==> config.mk <==
export PLATFORM = sky130hd
export DESIGN_NAME = paged_mmu
export DESIGN_NICKNAME = d
export VERILOG_FILES = /design/src/rtl/mmu_pkg.sv /design/src/rtl/mmu_map_regs.sv /design/src/rtl/mmu_xlate.sv /design/src/rtl/mmu_decode.sv /design/src/rtl/paged_mmu.sv
export SDC_FILE = /design/constraint.sdc
export NUM_CORES = 1
export LEC_CHECK = 0
export BUFFER_PORTS_ARGS = -buffer_cell sky130_fd_sc_hd__buf_2
export CAP_MARGIN = 20
export CORE_ASPECT_RATIO = 1.4
export CORE_UTILIZATION = 34
export DETAILED_ROUTE_END_ITERATION = 12
export GPL_TIMING_DRIVEN = 0
export PLACE_DENSITY = 0.55
export SETUP_SLACK_MARGIN = 0.1
export SLEW_MARGIN = 5
export SYNTH_ARGS = -nofsm -noshare
export SYNTH_HDL_FRONTEND = slang
export SYNTH_HIERARCHICAL = 1
export SYNTH_SLANG_ARGS = --single-unit
==> constraint.sdc <==
create_clock -name clk -period 6.2 [get_ports clk]
set_input_delay 1.55 -clock clk [delete_from_list [all_inputs] [get_ports clk]]
set_output_delay 1.55 -clock clk [all_outputs]
set_load 0.1 [all_outputs]
==> src/rtl/mmu_pkg.sv <==
// Shared sizes and types for the paged translator.
// Assumes a 16-bit virtual address, 4 KB pages and an 8-bit page number.
package mmu_pkg;
    localparam int VA_W    = 16;
    localparam int OFF_W   = 12;
    localparam int PPN_W   = 8;
    localparam int VPN_W   = VA_W - OFF_W;
    localparam int PA_W    = PPN_W + OFF_W;
    localparam int NMAP    = 1 << VPN_W;
    localparam int PSEL_W  = 4;
    localparam int NPERIPH = 1 << PSEL_W;
    localparam int RSEL_W  = OFF_W - PSEL_W;
    typedef logic [PPN_W-1:0] ppn_t;
endpackage

==> src/rtl/mmu_map_regs.sv <==
// Holds the mapping table: one physical page number per virtual page.
// Assumes one write port and two combinational read ports (translation, readback).
// The last entry resets to all ones; all other entries reset to zero.
module mmu_map_regs
    import mmu_pkg::*;
#(
    parameter int N_ENT = NMAP,
    parameter int IDX_W = VPN_W
) (
    input  logic             clk,
    input  logic             rst_n,
    input  logic             wr_en,
    input  logic [IDX_W-1:0] wr_idx,
    input  ppn_t             wr_data,
    input  logic [IDX_W-1:0] xl_idx,
    output ppn_t             xl_ppn,
    input  logic [IDX_W-1:0] rb_idx,
    output ppn_t             rb_ppn
);
    ppn_t ent_q [N_ENT];

    // Table storage: reset image, then a single write per clock.
    always_ff @(posedge clk) begin
        if (!rst_n) begin
            for (int i = 0; i < N_ENT; i++)
                ent_q[i] <= (i == N_ENT-1) ? '1 : '0;
        end else if (wr_en) begin
            ent_q[wr_idx] <= wr_data;
        end
    end

    // Read ports.
    always_comb begin
        xl_ppn = ent_q[xl_idx];
        rb_ppn = ent_q[rb_idx];
    end

    AST_WRITE_LANDS: assert property (@(posedge clk) disable iff (!rst_n)
        wr_en |=> ent_q[$past(wr_idx)] == $past(wr_data));
    AST_RESET_IMAGE: assert property (@(posedge clk) disable iff (!rst_n)
        $past(!rst_n) |-> (ent_q[N_ENT-1] == '1 && ent_q[0] == '0));
endmodule

==> src/rtl/mmu_xlate.sv <==
// Forms the physical address from either a translated CPU address or an
// external master's address. Assumes the caller looks up the table entry
// for vpn. The top virtual page is forced to the top physical page.
module mmu_xlate
    import mmu_pkg::*;
(
    input  logic [VA_W-1:0]  va,
    input  logic             valid,
    input  logic             ext_master,
    input  logic [PA_W-1:0]  ext_pa,
    output logic [VPN_W-1:0] vpn,
    input  ppn_t             map_ppn,
    output logic [PA_W-1:0]  pa
);
    ppn_t ppn;

    // Page selection with the fixed vector page.
    always_comb begin
        vpn = va[VA_W-1:OFF_W];
        ppn = (vpn == '1) ? '1 : map_ppn;
        if (!valid)
            pa = '0;
        else if (ext_master)
            pa = ext_pa;
        else
            pa = {ppn, va[OFF_W-1:0]};
    end
endmodule

==> src/rtl/mmu_decode.sv <==
// Decodes a physical address into RAM, EEPROM or one of the peripheral selects.
// Assumes the page boundaries given by the parameters. All selects are low when not valid.
module mmu_decode
    import mmu_pkg::*;
#(
    parameter logic [PPN_W-1:0] RAM_LAST  = 8'h7F,
    parameter logic [PPN_W-1:0] ROM_FIRST = 8'hF8
) (
    input  logic                clk,
    input  logic                rst_n,
    input  logic [PA_W-1:0]     pa,
    input  logic                valid,
    output logic                cs_ram,
    output logic                cs_rom,
    output logic [NPERIPH-1:0]  cs_io,
    output logic [RSEL_W-1:0]   reg_sel
);
    ppn_t              page;
    logic              io_page;
    logic [PSEL_W-1:0] pnum;

    // Region classification of the physical page.
    always_comb begin
        page    = pa[PA_W-1:OFF_W];
        pnum    = pa[OFF_W-1:RSEL_W];
        reg_sel = pa[RSEL_W-1:0];
        cs_ram  = valid && (page <= RAM_LAST);
        cs_rom  = valid && (page >= ROM_FIRST);
        io_page = valid && (page > RAM_LAST) && (page < ROM_FIRST);
    end

    for (genvar g = 0; g < NPERIPH; g++) begin : g_io
        assign cs_io[g] = io_page && (pnum == PSEL_W'(g));
    end

    AST_SEL_ONEHOT: assert property (@(posedge clk) disable iff (!rst_n)
        $onehot0({cs_ram, cs_rom, cs_io}));
    AST_SEL_PRESENT: assert property (@(posedge clk) disable iff (!rst_n)
        valid |-> $countones({cs_ram, cs_rom, cs_io}) == 1);
endmodule

==> src/rtl/paged_mmu.sv <==
// Top: page translation, chip-select decode, bus strobes, and the
// peripheral-0 port that reaches the mapping table.
// Assumes the address is valid while E or Q is high and strobes follow E.
module paged_mmu
    import mmu_pkg::*;
(
    input  logic                clk,
    input  logic                rst_n,
    input  logic [15:0]         cpu_addr,
    input  logic [7:0]          cpu_wdata,
    input  logic                cpu_rnw,
    input  logic                cpu_e,
    input  logic                cpu_q,
    input  logic                ext_master,
    input  logic [19:0]         ext_paddr,
    output logic [19:0]         phys_addr,
    output logic                cs_ram,
    output logic                cs_rom,
    output logic [15:0]         cs_io,
    output logic [7:0]          cpu_rdata,
    output logic                rd_n,
    output logic                wr_n
);
    logic              addr_valid;
    logic [VPN_W-1:0]  vpn;
    ppn_t              xl_ppn;
    ppn_t              rb_ppn;
    logic [RSEL_W-1:0] reg_sel;
    logic              tbl_hit;
    logic              tbl_wr;

    // Bus qualification and strobes.
    always_comb begin
        addr_valid = cpu_e | cpu_q;
        rd_n       = ~(cpu_e & cpu_rnw);
        wr_n       = ~(cpu_e & ~cpu_rnw);
    end

    mmu_xlate i_xlate (
        .va         (cpu_addr),
        .valid      (addr_valid),
        .ext_master (ext_master),
        .ext_pa     (ext_paddr),
        .vpn        (vpn),
        .map_ppn    (xl_ppn),
        .pa         (phys_addr)
    );

    mmu_decode i_decode (
        .clk     (clk),
        .rst_n   (rst_n),
        .pa      (phys_addr),
        .valid   (addr_valid),
        .cs_ram  (cs_ram),
        .cs_rom  (cs_rom),
        .cs_io   (cs_io),
        .reg_sel (reg_sel)
    );

    // Table port decode: peripheral 0, register offsets 0x0..0xF only.
    always_comb begin
        tbl_hit   = cs_io[0] && (reg_sel[RSEL_W-1:VPN_W] == '0);
        tbl_wr    = tbl_hit && !wr_n;
        cpu_rdata = (tbl_hit && !rd_n) ? rb_ppn : '0;
    end

    mmu_map_regs i_regs (
        .clk     (clk),
        .rst_n   (rst_n),
        .wr_en   (tbl_wr),
        .wr_idx  (reg_sel[VPN_W-1:0]),
        .wr_data (cpu_wdata),
        .xl_idx  (vpn),
        .xl_ppn  (xl_ppn),
        .rb_idx  (reg_sel[VPN_W-1:0]),
        .rb_ppn  (rb_ppn)
    );

    AST_STROBE_IDLE: assert property (@(posedge clk) disable iff (!rst_n)
        !cpu_e |-> (rd_n && wr_n));
    AST_NO_SEL_INVALID: assert property (@(posedge clk) disable iff (!rst_n)
        !(cpu_e || cpu_q) |-> (!cs_ram && !cs_rom && cs_io == '0 && phys_addr == '0));
    AST_RDATA_QUIET: assert property (@(posedge clk) disable iff (!rst_n)
        rd_n |-> cpu_rdata == '0);
    AST_VECTOR_PAGE: assert property (@(posedge clk) disable iff (!rst_n)
        (cpu_e && !ext_master && cpu_addr[15:12] == 4'hF) |-> phys_addr[19:12] == 8'hFF);
endmodule

### Yosys cells after proc, flatten, opt, wreduce, memory -nomap -nowiden

Memory sizes are Yosys's and may differ from the RTL's.
Index checks and enable logic that the tools add are counted.
Widths: inputs -> output; s select.

| operators by class | value |
|---|---|
| reductions and logical operators | 26 |
| $lt $le $gt $ge | 4 |
| equality and inequality tests | 16 |
| mux-type cells | 11 |
| bitwise operators | 6 |

Operator list:

| cell | number |
|---|---|
| $mux 20 | 2 |
| $eq 4x4->1 const B | 9 |
| $mux 8 | 3 |
| $logic_and 1x1->1 | 23 |
| $eq 4x3->1 const B | 4 |
| $eq 4x2->1 const B | 2 |
| $ge 8x8->1 const B | 1 |
| $gt 8x7->1 const B | 1 |
| $le 8x7->1 const B | 1 |
| $logic_not 4->1 | 2 |
| $lt 8x8->1 const B | 1 |
| $reduce_or 8->1 | 1 |
| $mux 1 | 5 |
| $eq 4x1->1 const B | 1 |
| $mux 4 | 1 |
| $not 1->1 | 3 |
| $and 1x1->1 | 2 |
| $or 1x1->1 | 1 |

| storage, ports and cells | value |
|---|---|
| memory bits (writable) | 128 |
| output and inout bits | 48 |
| register bits | 0 |
| logic and storage cells | 64 |
| bits of input ports | 50 |
| memories | 1 |

Memory list:

| memory | words | bits a word | read ports | clocked after Yosys merged registers in | wr ports | RTL line | RTL |
|---|---|---|---|---|---|---|---|
| i_regs.ent_q | 16 | 8 | 2 | 0 | 16 | mmu_map_regs.sv:20 | `ppn_t ent_q [N_ENT];` |

### Logic depth before layout (Yosys ltp)

Gate-level depths: netlist (run 1).

| depth | value |
|---|---|
| depth in word-level cells | 15 |
| mapped depth | 16 |

### Hierarchy

Netlist (run 1), hierarchy kept.

Modules (own cells, without submodules):

| module | area each (µm²) | cells each | instances | sequential area each (µm²) |
|---|---|---|---|---|
| mmu_map_regs | 7,026.7 | 446 | 1 | 3,843.7 |
| mmu_xlate | 370.4 | 42 | 1 | 0.0 |
| mmu_decode | 277.8 | 39 | 1 | 0.0 |
| paged_mmu | 152.6 | 22 | 1 | 0.0 |

### Worst setup path after synthesis (run 1)

OpenSTA, ideal clock, no wires.

| path | value |
|---|---|
| kind | input -> output |
| start point | input cpu_addr[12] |
| end point | output cpu_rdata[2] |
| arrival | 8,463 ps |
| setup slack | -3,813 ps |
| stages on the path | 13 |
| buffers on the path | 5 |
| required time | 4,650 ps |
| cell sequence | buf_4 buf_6 buf_4 mux4_2 a22oi_1 nand2_1 o221a_1 and4_4 buf_6 buf_8 nor4_2 nand4b_1 nor3_1 |

| between the ends | value |
|---|---|
| longest elaborated chain between the ends | 11 |
| elaborated cells between the ends (all ways) | 13 |

Ends and longest elaborated chain:

| element | RTL line | RTL |
|---|---|---|
| from (decl) | paged_mmu.sv:9 | `input logic [15:0] cpu_addr,` |
| $mem_v2 16x8 (*) | n/a |  |
| via xl_ppn[6] | paged_mmu.sv:26 | `ppn_t xl_ppn;` |
| $mux 8 (*) | mmu_xlate.sv:20 | `ppn = (vpn == '1) ? '1 : map_ppn;` |
| $mux 20 (*) | mmu_xlate.sv:23 | `else if (ext_master)` |
| $mux 20 (*) | mmu_xlate.sv:21 | `if (!valid)` |
| via phys_addr[18] | paged_mmu.sv:16 | `output logic [19:0] phys_addr,` |
| $gt 8x7->1 | mmu_decode.sv:29 | `io_page = valid && (page > RAM_LAST) && (page < ROM_FIRST);` |
| $logic_and 1x1->1 | mmu_decode.sv:29 |  |
| $logic_and 1x1->1 (*) | mmu_decode.sv:29 |  |
| $logic_and 1x1->1 (*) | mmu_decode.sv:33 | `assign cs_io[g] = io_page && (pnum == PSEL_W'(g));` |
| via cs_io[0] | paged_mmu.sv:19 | `output logic [15:0] cs_io,` |
| $logic_and 1x1->1 (*) | paged_mmu.sv:62 | `tbl_hit = cs_io[0] && (reg_sel[RSEL_W-1:VPN_W] == '0);` |
| $logic_and 1x1->1 (*) | paged_mmu.sv:64 | `cpu_rdata = (tbl_hit && !rd_n) ? rb_ppn : '0;` |
| $mux 8 (*) | paged_mmu.sv:64 |  |
| to (decl) | paged_mmu.sv:20 | `output logic [7:0] cpu_rdata,` |

Mark *: on every way through the listed nets, which the timed path passes. The rest lies on a longest branch.

### Final worst setup path (run 1)

| path | value |
|---|---|
| start point | input cpu_addr[12] |
| end point | output cpu_rdata[2] |

| between the ends | value |
|---|---|
| longest elaborated chain between the ends | 11 |
| elaborated cells between the ends (all ways) | 13 |

Ends and longest elaborated chain:

| element | RTL line |
|---|---|
| $mem_v2 16x8 (*) | n/a |
| via xl_ppn[4] | paged_mmu.sv:26 |
| $mux 8 (*) | mmu_xlate.sv:20 |
| $mux 20 (*) | mmu_xlate.sv:23 |
| $mux 20 (*) | mmu_xlate.sv:21 |
| $gt 8x7->1 | mmu_decode.sv:29 |
| $logic_and 1x1->1 | mmu_decode.sv:29 |
| $logic_and 1x1->1 (*) | mmu_decode.sv:29 |
| $logic_and 1x1->1 (*) | mmu_decode.sv:33 |
| $logic_and 1x1->1 (*) | paged_mmu.sv:62 |
| $logic_and 1x1->1 (*) | paged_mmu.sv:64 |
| $mux 8 (*) | paged_mmu.sv:64 |

Marked as above.

==> results of run 1 <==
## per-stage QoR
step / cells / utilization (%)
2_1_floorplan: 549 / -
3_3_place_gp: 946 / 39.66
3_5_place_dp: 946 / 39.66
4_1_cts: 989 / 43.64
5_1_grt: 993 / 43.89
6_report: 993 / 43.89
## critical path: stages
cell	delay, ns
buf_8	0.07
buf_8	0.12
buf_12	0.14
buf_4	0.11
mux4_2	0.49
a22oi_2	0.26
nand2_2	0.12
o221a_4	0.23
and4_4	0.17
buf_8	0.12
nor4_4	0.12
buf_4	0.19
nand4b_1	0.12
buf_6	0.16
buf_12	0.12
nor3_4	0.20
buf_12	0.20
## cell usage in the layout (no fill, tap or decap), types with 3 or more instances in the layout
| cell | netlist | final |
|---|---|---|
| clkdlybuf4s25_2 | 6 | 6 |
| nor2_1 | 14 | 13 |
| nor2b_1 | 15 | 15 |
| and2_1 | 122 | 122 |
| buf_12 | 2 | 13 |
| buf_2 | 6 | 91 |
| buf_8 | 3 | 5 |
| edfxtp_1 | 128 | 128 |
| nor4_2 | 3 | 8 |
| nand4b_1 | 3 | 3 |
| mux2i_1 | 12 | 12 |
| buf_6 | 6 | 5 |
| nand2b_1 | 11 | 7 |
| clkbuf_1 | 13 | 11 |
| a22oi_1 | 32 | 23 |
| nand4_1 | 3 | 3 |
| or3_1 | 9 | 9 |
| clkinv_1 | 0 | 4 |
| bufinv_16 | 0 | 5 |
| nand2b_4 | 0 | 3 |
| buf_4 | 14 | 28 |
| mux4_2 | 28 | 36 |
| clkinv_2 | 0 | 5 |
| o221a_1 | 8 | 3 |
| clkbuf_16 | 0 | 17 |
| a22oi_2 | 0 | 9 |
| nand2_1 | 20 | 18 |
| nor3_1 | 12 | 7 |
| o221a_4 | 0 | 4 |
| inv_1 | 7 | 7 |
| nor3_4 | 0 | 8 |
| o21ai_2 | 0 | 11 |
| mux4_1 | 34 | 26 |
| and4bb_4 | 0 | 3 |
## routing by layer
layer	wire, um	share of wire (%)	track usage, %	up-vias
met3	1077	4.7	3.182	41
met1	8138	36	20.35	2653
met4	1181	5.2	11.72	0
met5	0	0	0	-
met2	12300	54	37.74	218
li1	-	-	-	2407
## report_power, final
part,switching [mW],internal [mW],total (mW),leakage (nW)
clock,0.349,0.702,1.05,0.306
combinational,0.311,0.158,0.468,2.20
sequential,0.0137,0.977,0.991,1.30
## worst max-delay path by stage
stage / startpoint / end / slack (ns) / cells past startpoint
2_1_floorplan: cpu_addr[12] / cpu_rdata[2] / -1.66 / 13
3_5_place_dp: cpu_addr[12] / cpu_rdata[5] / -1.13 / 15
6_report: cpu_addr[12] / cpu_rdata[2] / 0.14 / 17
5_1_grt: cpu_addr[12] / cpu_rdata[2] / 0.007 / 16
4_1_cts: cpu_addr[12] / cpu_rdata[2] / -0.06 / 17
3_3_place_gp: cpu_addr[12] / cpu_rdata[5] / -1.11 / 15
## area by class of cell
class	count	area share, %
clock buffers	17	4.303
inverters	7	0.2658
repair buffers	113	7.758
flip-flops and latches	128	38.88
well taps	301	3.809
multi-input cells	363	38.85
plain buffers	49	4.138
clock inverters	15	1.999
## cell families (layout without fill, tap and decap cells)
logic type | after synthesis | after routing
buffers and inverters | 58 | 201
DFF | 128 | 128
muxes | 76 | 76
AOI/OAI and AO/OA | 53 | 53
and+or+nand+nor | 234 | 234
## timing repair
action | CTS | global route
endpoints found under the hold margin | 0 | 0
setup buffers | 12 | 5
resized for setup | 46 | 10
endpoints found under the setup margin | 17 | 11
pin swaps | 15 | 9
==> results_dict.tcl, run 1 <==
set metrics [dict create \
    die_area_um2 23640 \
    peakVddDrop_v 0.0001797 \
    synth_seq_cells 128 \
    place.gp.congestion 0.8428 \
    die_h_um 181.5 \
    grt_pass1_wl_um 33180 \
    firstDrtPassIters 5 \
    antenna_found_initial 0 \
    fin_area_um2 9887 \
    synth.area.top_cells "edfxtp_1, mux4_1, and2_1, mux4_2, a22oi_1" \
    cp.arrival_ns 4.51 \
    core.rowCount 65 \
    clockBufferDepth 2 \
    wire_per_inst_um 22.86 \
    syn_area_um2 7828 \
    regToRegEndpoint "i_regs/ent_q[4][4]" \
    yosysMostFrequentCell "edfxtp_1" \
    n_antenna_cell 0 \
    drc 0 \
    gr-total-overflow 0 \
    top_register "i_regs/ent_q" \
    skew_ns 0.004453 \
    core-area_um2 22530 \
    endpoint_kind "primary output" \
    initial_utilization_pct 34.75 \
    final-hold-violation-count 0 \
    p_total_mw 2.511 \
    max-slew-margin-rel_pct 47.09 \
    rr_worst_depth 14 \
    synth.mux.area_fraction_pct 21.64 \
    critPathRequiredTime_ns 4.65 \
    min_from "cpu_wdata[3]" \
    die_x_um 130.2 \
    synth_edf_count 128 \
    placed_cell_area_um2 8935 \
    vias 5319 \
    synth_xor_area_share_pct 0 \
    synth_top_family_by_area "multiplexers" \
    worst_pin_slew_ns 0.7936 \
    syn_nets 599 \
    postSynthAreaPerCell_um2 14.26 \
    holdBufCountCts 0 \
    io_pins 98 \
    seq_area_frac_synth_pct 49.10 \
    syn_inst 549 \
    fin_tns_setup_ns 0 \
    drv_cap 0 \
    cts_tree "built" \
    whs_ns 1.507 \
    synth_top_area_share_pct 49.10 \
    syn_to_final_growth_pct 26.31 \
    grt_pass1_vias 5580 \
    hold-path-endpoint "i_regs/ent_q[15][3]" \
    regToRegSetupSlack_ns 1.97 \
    nFillCells 2013 \
    final_nets 729 \
    ys_types 38 \
    numCtsBuffers 17 \
    cts_root_buf "clkbuf_16" \
    synth_commonest_cells "edfxtp_1, and2_1, mux4_1" \
    largest_reg_flops 128 \
    dp_hpwl_um 17620 \
    pwr_density_cell_nw_per_um2 254.0 \
    async_reset_ff_share_pct 0 \
    crit_type "input port to primary output" \
    min_delay_path_depth 2 \
    rr_startpoint "i_regs/ent_q[5][3]" \
    synth_top_cell_by_area "edfxtp_1" \
    via_per_inst 5.356 \
    outcome "finished clean" \
    cts_max_level 4 \
    worstSkewPairLatency_ns 0.42 \
    postRouteWirelength_um 22700 \
    yosys.area_share.simple_pct 18.54 \
    rsz0062_at_grt "yes" \
    grt_max_degree 17 \
    critical_path.max_fanout 7 \
    grt_use_total_pct 20.07 \
    ys_warn_count 6 \
    p_leak_nw 3.798 \
    synth_ff_type "edfxtp_1" \
    slew_viol_final 0 \
    yosys.area_share.adder_pct 0 \
    cp-start-kind "input port" \
    top_regs "i_regs/ent_q: 128 flops" \
    hold_class "input port to register" \
    layout_min_cycle_time_ns 6.061 \
    synth_compound_area_share_pct 5.259 \
    initialDrtViolationCount 301 \
    fin_ws_ns 0.1393 \
    setup_viol 0 \
    antenna_left 0 \
    portBuffers 96 \
    drive_gt1_share_pct 39.88 \
    fin_crit_sh_pct 97.75 \
    fmaxAchievable_mhz 165.0 \
    clk_pin_slew_ns 0.05 \
    seq_area_um2 3844 \
    preCtsSetupSlack_ns -1.127 \
    cts_sinks 128 \
    multi_input_area_um2 3841 \
]
Note: power is estimated with default switching activity, not from simulation.
==> run 2, diff against run 1 <==
- CAP_MARGIN: 20 -> 25
- PLACE_DENSITY: 0.55 -> 0.54
- SYNTH_HIERARCHICAL: 1 -> not set
==> results_dict.tcl, run 2 <==
set metrics [dict create \
    outcome "finished clean" \
    cts_tree "built" \
    final-hold-violation-count 0 \
    synth.area.top_cells "edfxtp_1, and3_1, mux4_2, nand2_1, mux2i_1" \
    min_from "i_regs.ent_q[13][7]" \
    clockBufferDepth 2 \
    cts_root_buf "clkbuf_16" \
    p_leak_nw 4.048 \
    cp.arrival_ns 4.57 \
    holdBufCountCts 0 \
    clk_pin_slew_ns 0.06 \
    core.rowCount 66 \
    postRouteWirelength_um 35310 \
    syn_to_final_growth_pct 22.16 \
    worstSkewPairLatency_ns 0.43 \
    seq_area_frac_synth_pct 47.14 \
    rsz0062_at_grt "yes" \
    fin_crit_sh_pct 98.79 \
    synth_xor_area_share_pct 0 \
    gr-total-overflow 0 \
    top_regs "i_regs.ent_q: 128 flops" \
    timing.critical_path.buf_inv 5 \
    syn_nets 835 \
    preCtsSetupSlack_ns -0.4443 \
    mostFrequentLayoutCells "edfxtp_1, and3_1, buf_2, nand2_1, nor2_1" \
    grt_pass1_vias 7470 \
    regToRegEndpoint "i_regs.ent_q[12][1]" \
    syn_area_um2 8154 \
    syn_inst 785 \
    synth.mux.area_fraction_pct 10.31 \
    initialDrtViolationCount 779 \
    hold-path-endpoint "i_regs.ent_q[15][3]" \
    cts_sinks 128 \
    antenna_found_initial 0 \
    fin_area_um2 9961 \
    synth_edf_count 128 \
    synth_commonest_cells "edfxtp_1, and3_1, nand2_1" \
    io_pins 98 \
    ys_warn_count 0 \
    yosys.area_share.adder_pct 0 \
    slew_viol_final 0 \
    pwr_density_cell_nw_per_um2 246.2 \
    rr_worst_depth 8 \
    wire_per_inst_um 28.80 \
    n_antenna_cell 0 \
    cts_max_level 4 \
    endpoint_kind "primary output" \
    vias 7587 \
    die_area_um2 24620 \
    critical_path.cell_chain "buf_2, buf_4, buf_4, mux2_2, nand2_2, buf_2, nand2_1, a311oi_1, a311oi_1, a2111oi_4, buf_6" \
    hold_class "register to register" \
    antenna_left 0 \
    setup_viol 0 \
    core-area_um2 23370 \
    synth_top_family_by_area "simple AND/OR/NAND/NOR gates" \
    critical_path.max_fanout 10 \
    synth_seq_cells 128 \
    layout_min_cycle_time_ns 6.125 \
    die_x_um 132.9 \
    firstDrtPassIters 5 \
    crit_family "buffers and inverters" \
    dp_hpwl_um 27330 \
    nFillCells 2247 \
    initial_utilization_pct 34.89 \
    via_per_inst 6.188 \
    grtUsageMet2_pct 51.60 \
    use_met3_pct 4.050 \
    regToRegSetupSlack_ns 2.45 \
    use_met1_pct 30.06 \
    max-slew-margin-rel_pct 31.94 \
    skew_ns 0.008154 \
    yosys.area_share.simple_pct 24.21 \
    top_register "i_regs.ent_q" \
    final_nets 958 \
    drc 0 \
    grt-busiest-layer "met2" \
    min_delay_path_depth 4 \
    numCtsBuffers 17 \
    yosysMostFrequentCell "edfxtp_1" \
    critPathMaxStageDelay_ns 0.48 \
    place.gp.congestion 0.9853 \
    layout_commonest_cell "edfxtp_1" \
    drive_gt1_share_pct 29.02 \
    synth_top_area_share_pct 47.14 \
    postSynthAreaPerCell_um2 10.39 \
    synth_ff_type "edfxtp_1" \
    rr_startpoint "i_regs.ent_q[8][5]" \
    critPathRequiredTime_ns 4.65 \
    p_total_mw 2.453 \
    fin_ws_ns 0.07532 \
    synth_compound_area_share_pct 12.18 \
    grt_use_total_pct 29.02 \
    ys_types 58 \
    die_h_um 185.2 \
    drv_cap 0 \
    largest_reg_flops 128 \
    grt_pass1_wl_um 50010 \
    placed_cell_area_um2 9295 \
    cp-start-kind "input port" \
    peakVddDrop_v 0.0001913 \
    fmaxAchievable_mhz 163.3 \
    worst_pin_slew_ns 1.013 \
    portBuffers 94 \
    fin_util_pct 42.62 \
    crit_type "input port to primary output" \
    synth_top_cell_by_area "edfxtp_1" \
    async_reset_ff_share_pct 0 \
    grt_max_degree 17 \
    slowest_stage "mux2_2" \
]
==> run 2: changes by cell type in the layout (fill, tap and decap cells not counted), moves of 19 or more <==
cell / previous run / this run
and3_1: 1 / 121
mux4_1: 26 / 0
a22oi_1: 23 / 0
nand3_1: 0 / 26
and2_1: 122 / 4
nand2_1: 18 / 91
nor2_1: 13 / 32
==> run 2: metal layers <==
metal / wire (um) / vias to the layer above
met4: 3089 / 0
met1: 12090 / 3661
li1: - / 3296
met5: 0 / -
met2: 17810 / 487
met3: 2324 / 143
==> run 2: how the worst max path moves through the flow <==
stage                      start           end  depth (start not counted)
floorplan             ext_master     cs_io[14]                          9
CTS                   ext_master  cpu_rdata[7]                         11
global placement    cpu_addr[13]  cpu_rdata[7]                         11
detailed placement         cpu_e  cpu_rdata[7]                         10
finish                ext_master  cpu_rdata[7]                         11
global route          ext_master  cpu_rdata[7]                         11
==> run 2: logic make-up after synthesis <==
family	Yosys count
mux	56
buf+inv	100
compound gates	132
flops	128
simple gates	369
==> run 2: report_power, final <==
group	internal, mW	total (mW)	switching [mW]
registers	0.980	1.01	0.0267
clock network	0.542	0.912	0.370
logic	0.132	0.534	0.402
==> run 2: what timing repair did <==
item,in CTS,in global routing
endpoints found under the hold margin,0,0
endpoints found under the setup margin,8,26
buffers inserted,1,0
gates cloned,0,0
gates resized for setup,16,38
pin swaps,1,0
==> run 2: layout make-up <==
cell class              count  area (um^2)  area share [%]
multi-input cells         557         4056           40.72
flip-flops and latches    128         3844           38.59
repair buffers            104        623.1           6.256
clock buffers              19        432.9           4.346
plain buffers              75        426.7           4.283
well taps                 306        382.9           3.844
inverters                  25        98.84          0.9923
clock inverters            12        96.34          0.9672
==> run 2: tightest hold or removal path, stage by stage (launching register included) <==
cell and delay (ns):
edfxtp_1 0.41, o221ai_1 0.23, nand3_1 0.20, nand3_1 0.34
or4_1 0.17
==> run 2: per-stage QoR <==
stage	instances	hold WS (ns)	setup TNS, ns
6_report	1226	1.455	0
5_1_grt	1226	1.494	0
2_1_floorplan	785	1.003	-7.743
4_1_cts	1225	1.413	0
3_5_place_dp	1193	1.392	-2.134
3_3_place_gp	1185	1.391	-4.280
==> run 3, diff against run 2 <==
- ABC_AREA: not set -> 1
==> results_dict.tcl, run 3 <==
set metrics [dict create \
    outcome "finished clean" \
    clockBufferDepth 2 \
    gr-total-overflow 0 \
    yosysMostFrequentCell "nand2_1" \
    dp_hpwl_um 24010 \
    grt_use_total_pct 26.16 \
    async_reset_ff_share_pct 0 \
    place.gp.congestion 1.002 \
    cts_root_buf "clkbuf_16" \
    top_regs "i_regs.ent_q: 128 flops" \
    setup_viol 0 \
    cts_tree "built" \
    min_from "rst_n" \
    cp.arrival_ns 4.43 \
    top_register "i_regs.ent_q" \
    numCtsBuffers 17 \
    worst_pin_slew_ns 1.037 \
    grt_pass1_vias 7345 \
    grt_max_degree 17 \
    drive_gt1_share_pct 32.94 \
    ys_warn_count 0 \
    peakVddDrop_v 0.0001584 \
    crit_type "input port to primary output" \
    die_x_um 133.6 \
    n_antenna_cell 0 \
    grt_pass1_wl_um 46730 \
    antenna_found_initial 0 \
    skew_ns 0.01416 \
    critical_path.max_fanout 10 \
    cp-start-kind "input port" \
    cts_max_level 4 \
    synth.area.top_cells "edfxtp_1, nor3_2, nand2_1, inv_1, nand3_1" \
    synth_top_cell_by_area "edfxtp_1" \
    cts_sinks 128 \
    endpoint_kind "primary output" \
    vias 7558 \
    initial_utilization_pct 34.53 \
    drc 0 \
    p_leak_nw 3.611 \
    rsz0062_at_grt "no" \
    syn_nets 936 \
    layout_commonest_cell "nand2_1" \
    ys_types 37 \
    core.rowCount 67 \
    die_area_um2 24900 \
    synth_commonest_cells "nand2_1, edfxtp_1, nor3_2" \
    synth_top_area_share_pct 46.59 \
    critPathRequiredTime_ns 4.65 \
    postRouteWirelength_um 32170 \
    whs_ns 1.627 \
    clk_pin_slew_ns 0.06 \
    final-hold-violation-count 0 \
    synth_edf_count 128 \
    wire_per_inst_um 24.19 \
    antenna_left 0 \
    final_nets 1057 \
    rr_worst_depth 15 \
    crit_path_start "cpu_e" \
    die_h_um 186.3 \
    seq_area_frac_synth_pct 46.59 \
    initialDrtViolationCount 778 \
    fin_crit_sh_pct 96.47 \
    regToRegEndpoint "i_regs.ent_q[6][5]" \
    max-slew-margin-rel_pct 30.84 \
    synth_ff_type "edfxtp_1" \
    fmaxAchievable_mhz 167.2 \
    setup.worst_path.end "cpu_rdata[7]" \
    io_pins 98 \
    drv_cap 0 \
    syn_to_final_growth_pct 20.22 \
    syn_inst 886 \
    worstSkewPairLatency_ns 0.44 \
    regToRegSetupSlack_ns 3.19 \
    firstDrtPassIters 6 \
    portBuffers 94 \
    rr_startpoint "i_regs.ent_q[8][4]" \
    syn_area_um2 8249 \
    mostFrequentLayoutCells "nand2_1, edfxtp_1, nor3_2, buf_2, inv_1" \
    fin_util_pct 41.51 \
    via_per_inst 5.683 \
    hold_class "input port to register" \
    layout_min_cycle_time_ns 5.981 \
    pwr_density_cell_nw_per_um2 267.8 \
    core-area_um2 23890 \
    slew_viol_final 0 \
    largest_reg_flops 128 \
    postSynthAreaPerCell_um2 9.311 \
    synth_seq_cells 128 \
]
[run 3: cell types whose count changed after synthesis, sizes merged, moves of 15 or more]
cell | previous run | this run
nand3 | 28 | 52
inv | 24 | 90
nor3 | 29 | 150
mux2i | 21 | 0
and3 | 121 | 1
a211oi | 17 | 0
o21ai | 16 | 58
o221ai | 8 | 28
a21oi | 18 | 42
nor2 | 36 | 70
nand2 | 94 | 143
a311oi | 15 | 0
mux4 | 21 | 0
[run 3: worst min-delay path by stage]
| stage | end | cells after the start | slack (ns) |
|---|---|---|---|
| floorplan | i_regs.ent_q[15][0] | 10 | 1.25 |
| global placement | i_regs.ent_q[15][1] | 10 | 1.57 |
| detailed placement | i_regs.ent_q[15][2] | 10 | 1.59 |
| CTS | i_regs.ent_q[15][0] | 10 | 1.61 |
| global route | i_regs.ent_q[7][3] | 2 | 1.68 |
| finish | i_regs.ent_q[15][5] | 2 | 1.63 |
[run 3: what timing repair did]
item / 4_1_cts / 5_1_grt
buffers inserted: 0 / 1
resized for setup: 1 / 2
pin swaps: 0 / 1
gates cloned: 0 / 0
hold buffers: 0 / 0
setup endpoints to repair: 8 / 5
[run 3: routing by layer]
metal / routed length [um] / GRT usage, % / vias to the layer above / part of all wire [%]
met2: 16210 / 45.45 / 478 / 50
met4: 1594 / 15.25 / 0 / 5.0
met1: 11960 / 30.60 / 3597 / 37
met3: 2407 / 3.396 / 84 / 7.5
li1: - / - / 3399 / -
met5: 0 / 0 / - / 0
[run 3: worst max-delay path, stage by stage]
cell	delay, ns
buf_2	0.12
nor2_2	0.29
buf_4	0.28
a21oi_1	0.10
buf_4	0.21
nand2_1	0.17
clkbuf_1	0.58
o221ai_1	0.26
nand2_1	0.15
nand4_1	0.17
nor2_2	0.10
buf_2	0.43
[run 3: cell type report]
type	instances	area [um^2]
fillers	2359	13970
flip-flops and latches	128	3844
multi-input cells	598	3690
repair buffers	102	543.0
plain buffers	69	441.7
clock buffers	17	425.4
well taps	310	387.9
inverters	91	344.1
clock inverters	15	241.5
[run 3: cell families (layout without fill, tap and decap cells)]
group / Yosys count / count (layout) / synth area share [%]
simple gates: 427 / 427 / 30.56
flops: 128 / 128 / 46.59
buf+inv: 160 / 294 / 9.510
compound gates: 171 / 171 / 13.33
[run 3: power by group]
group          internal, mW  switching [mW]  total, mW
logic                 0.110           0.401      0.511
registers             0.976          0.0174      0.994
clock network         0.751           0.400       1.15
total                  1.84           0.818       2.66
[run 3: stage by stage]
| step | cell area [um^2] | std cells | worst slack (ns) | power (mW) | TNS (ns) |
|---|---|---|---|---|---|
| 2_1_floorplan | 8312 | 886 | -0.2422 | 1.353 | -1.937 |
| 4_1_cts | 9893 | 1326 | 0.2457 | 2.645 | 0 |
| 3_5_place_dp | 9220 | 1294 | -0.007619 | 1.509 | -0.01414 |
| 5_1_grt | 9917 | 1330 | 0.1067 | 2.710 | 0 |
| 6_report | 9917 | 1330 | 0.2190 | 2.655 | 0 |
| 3_3_place_gp | 9170 | 1290 | 0.00008393 | 1.504 | 0 |
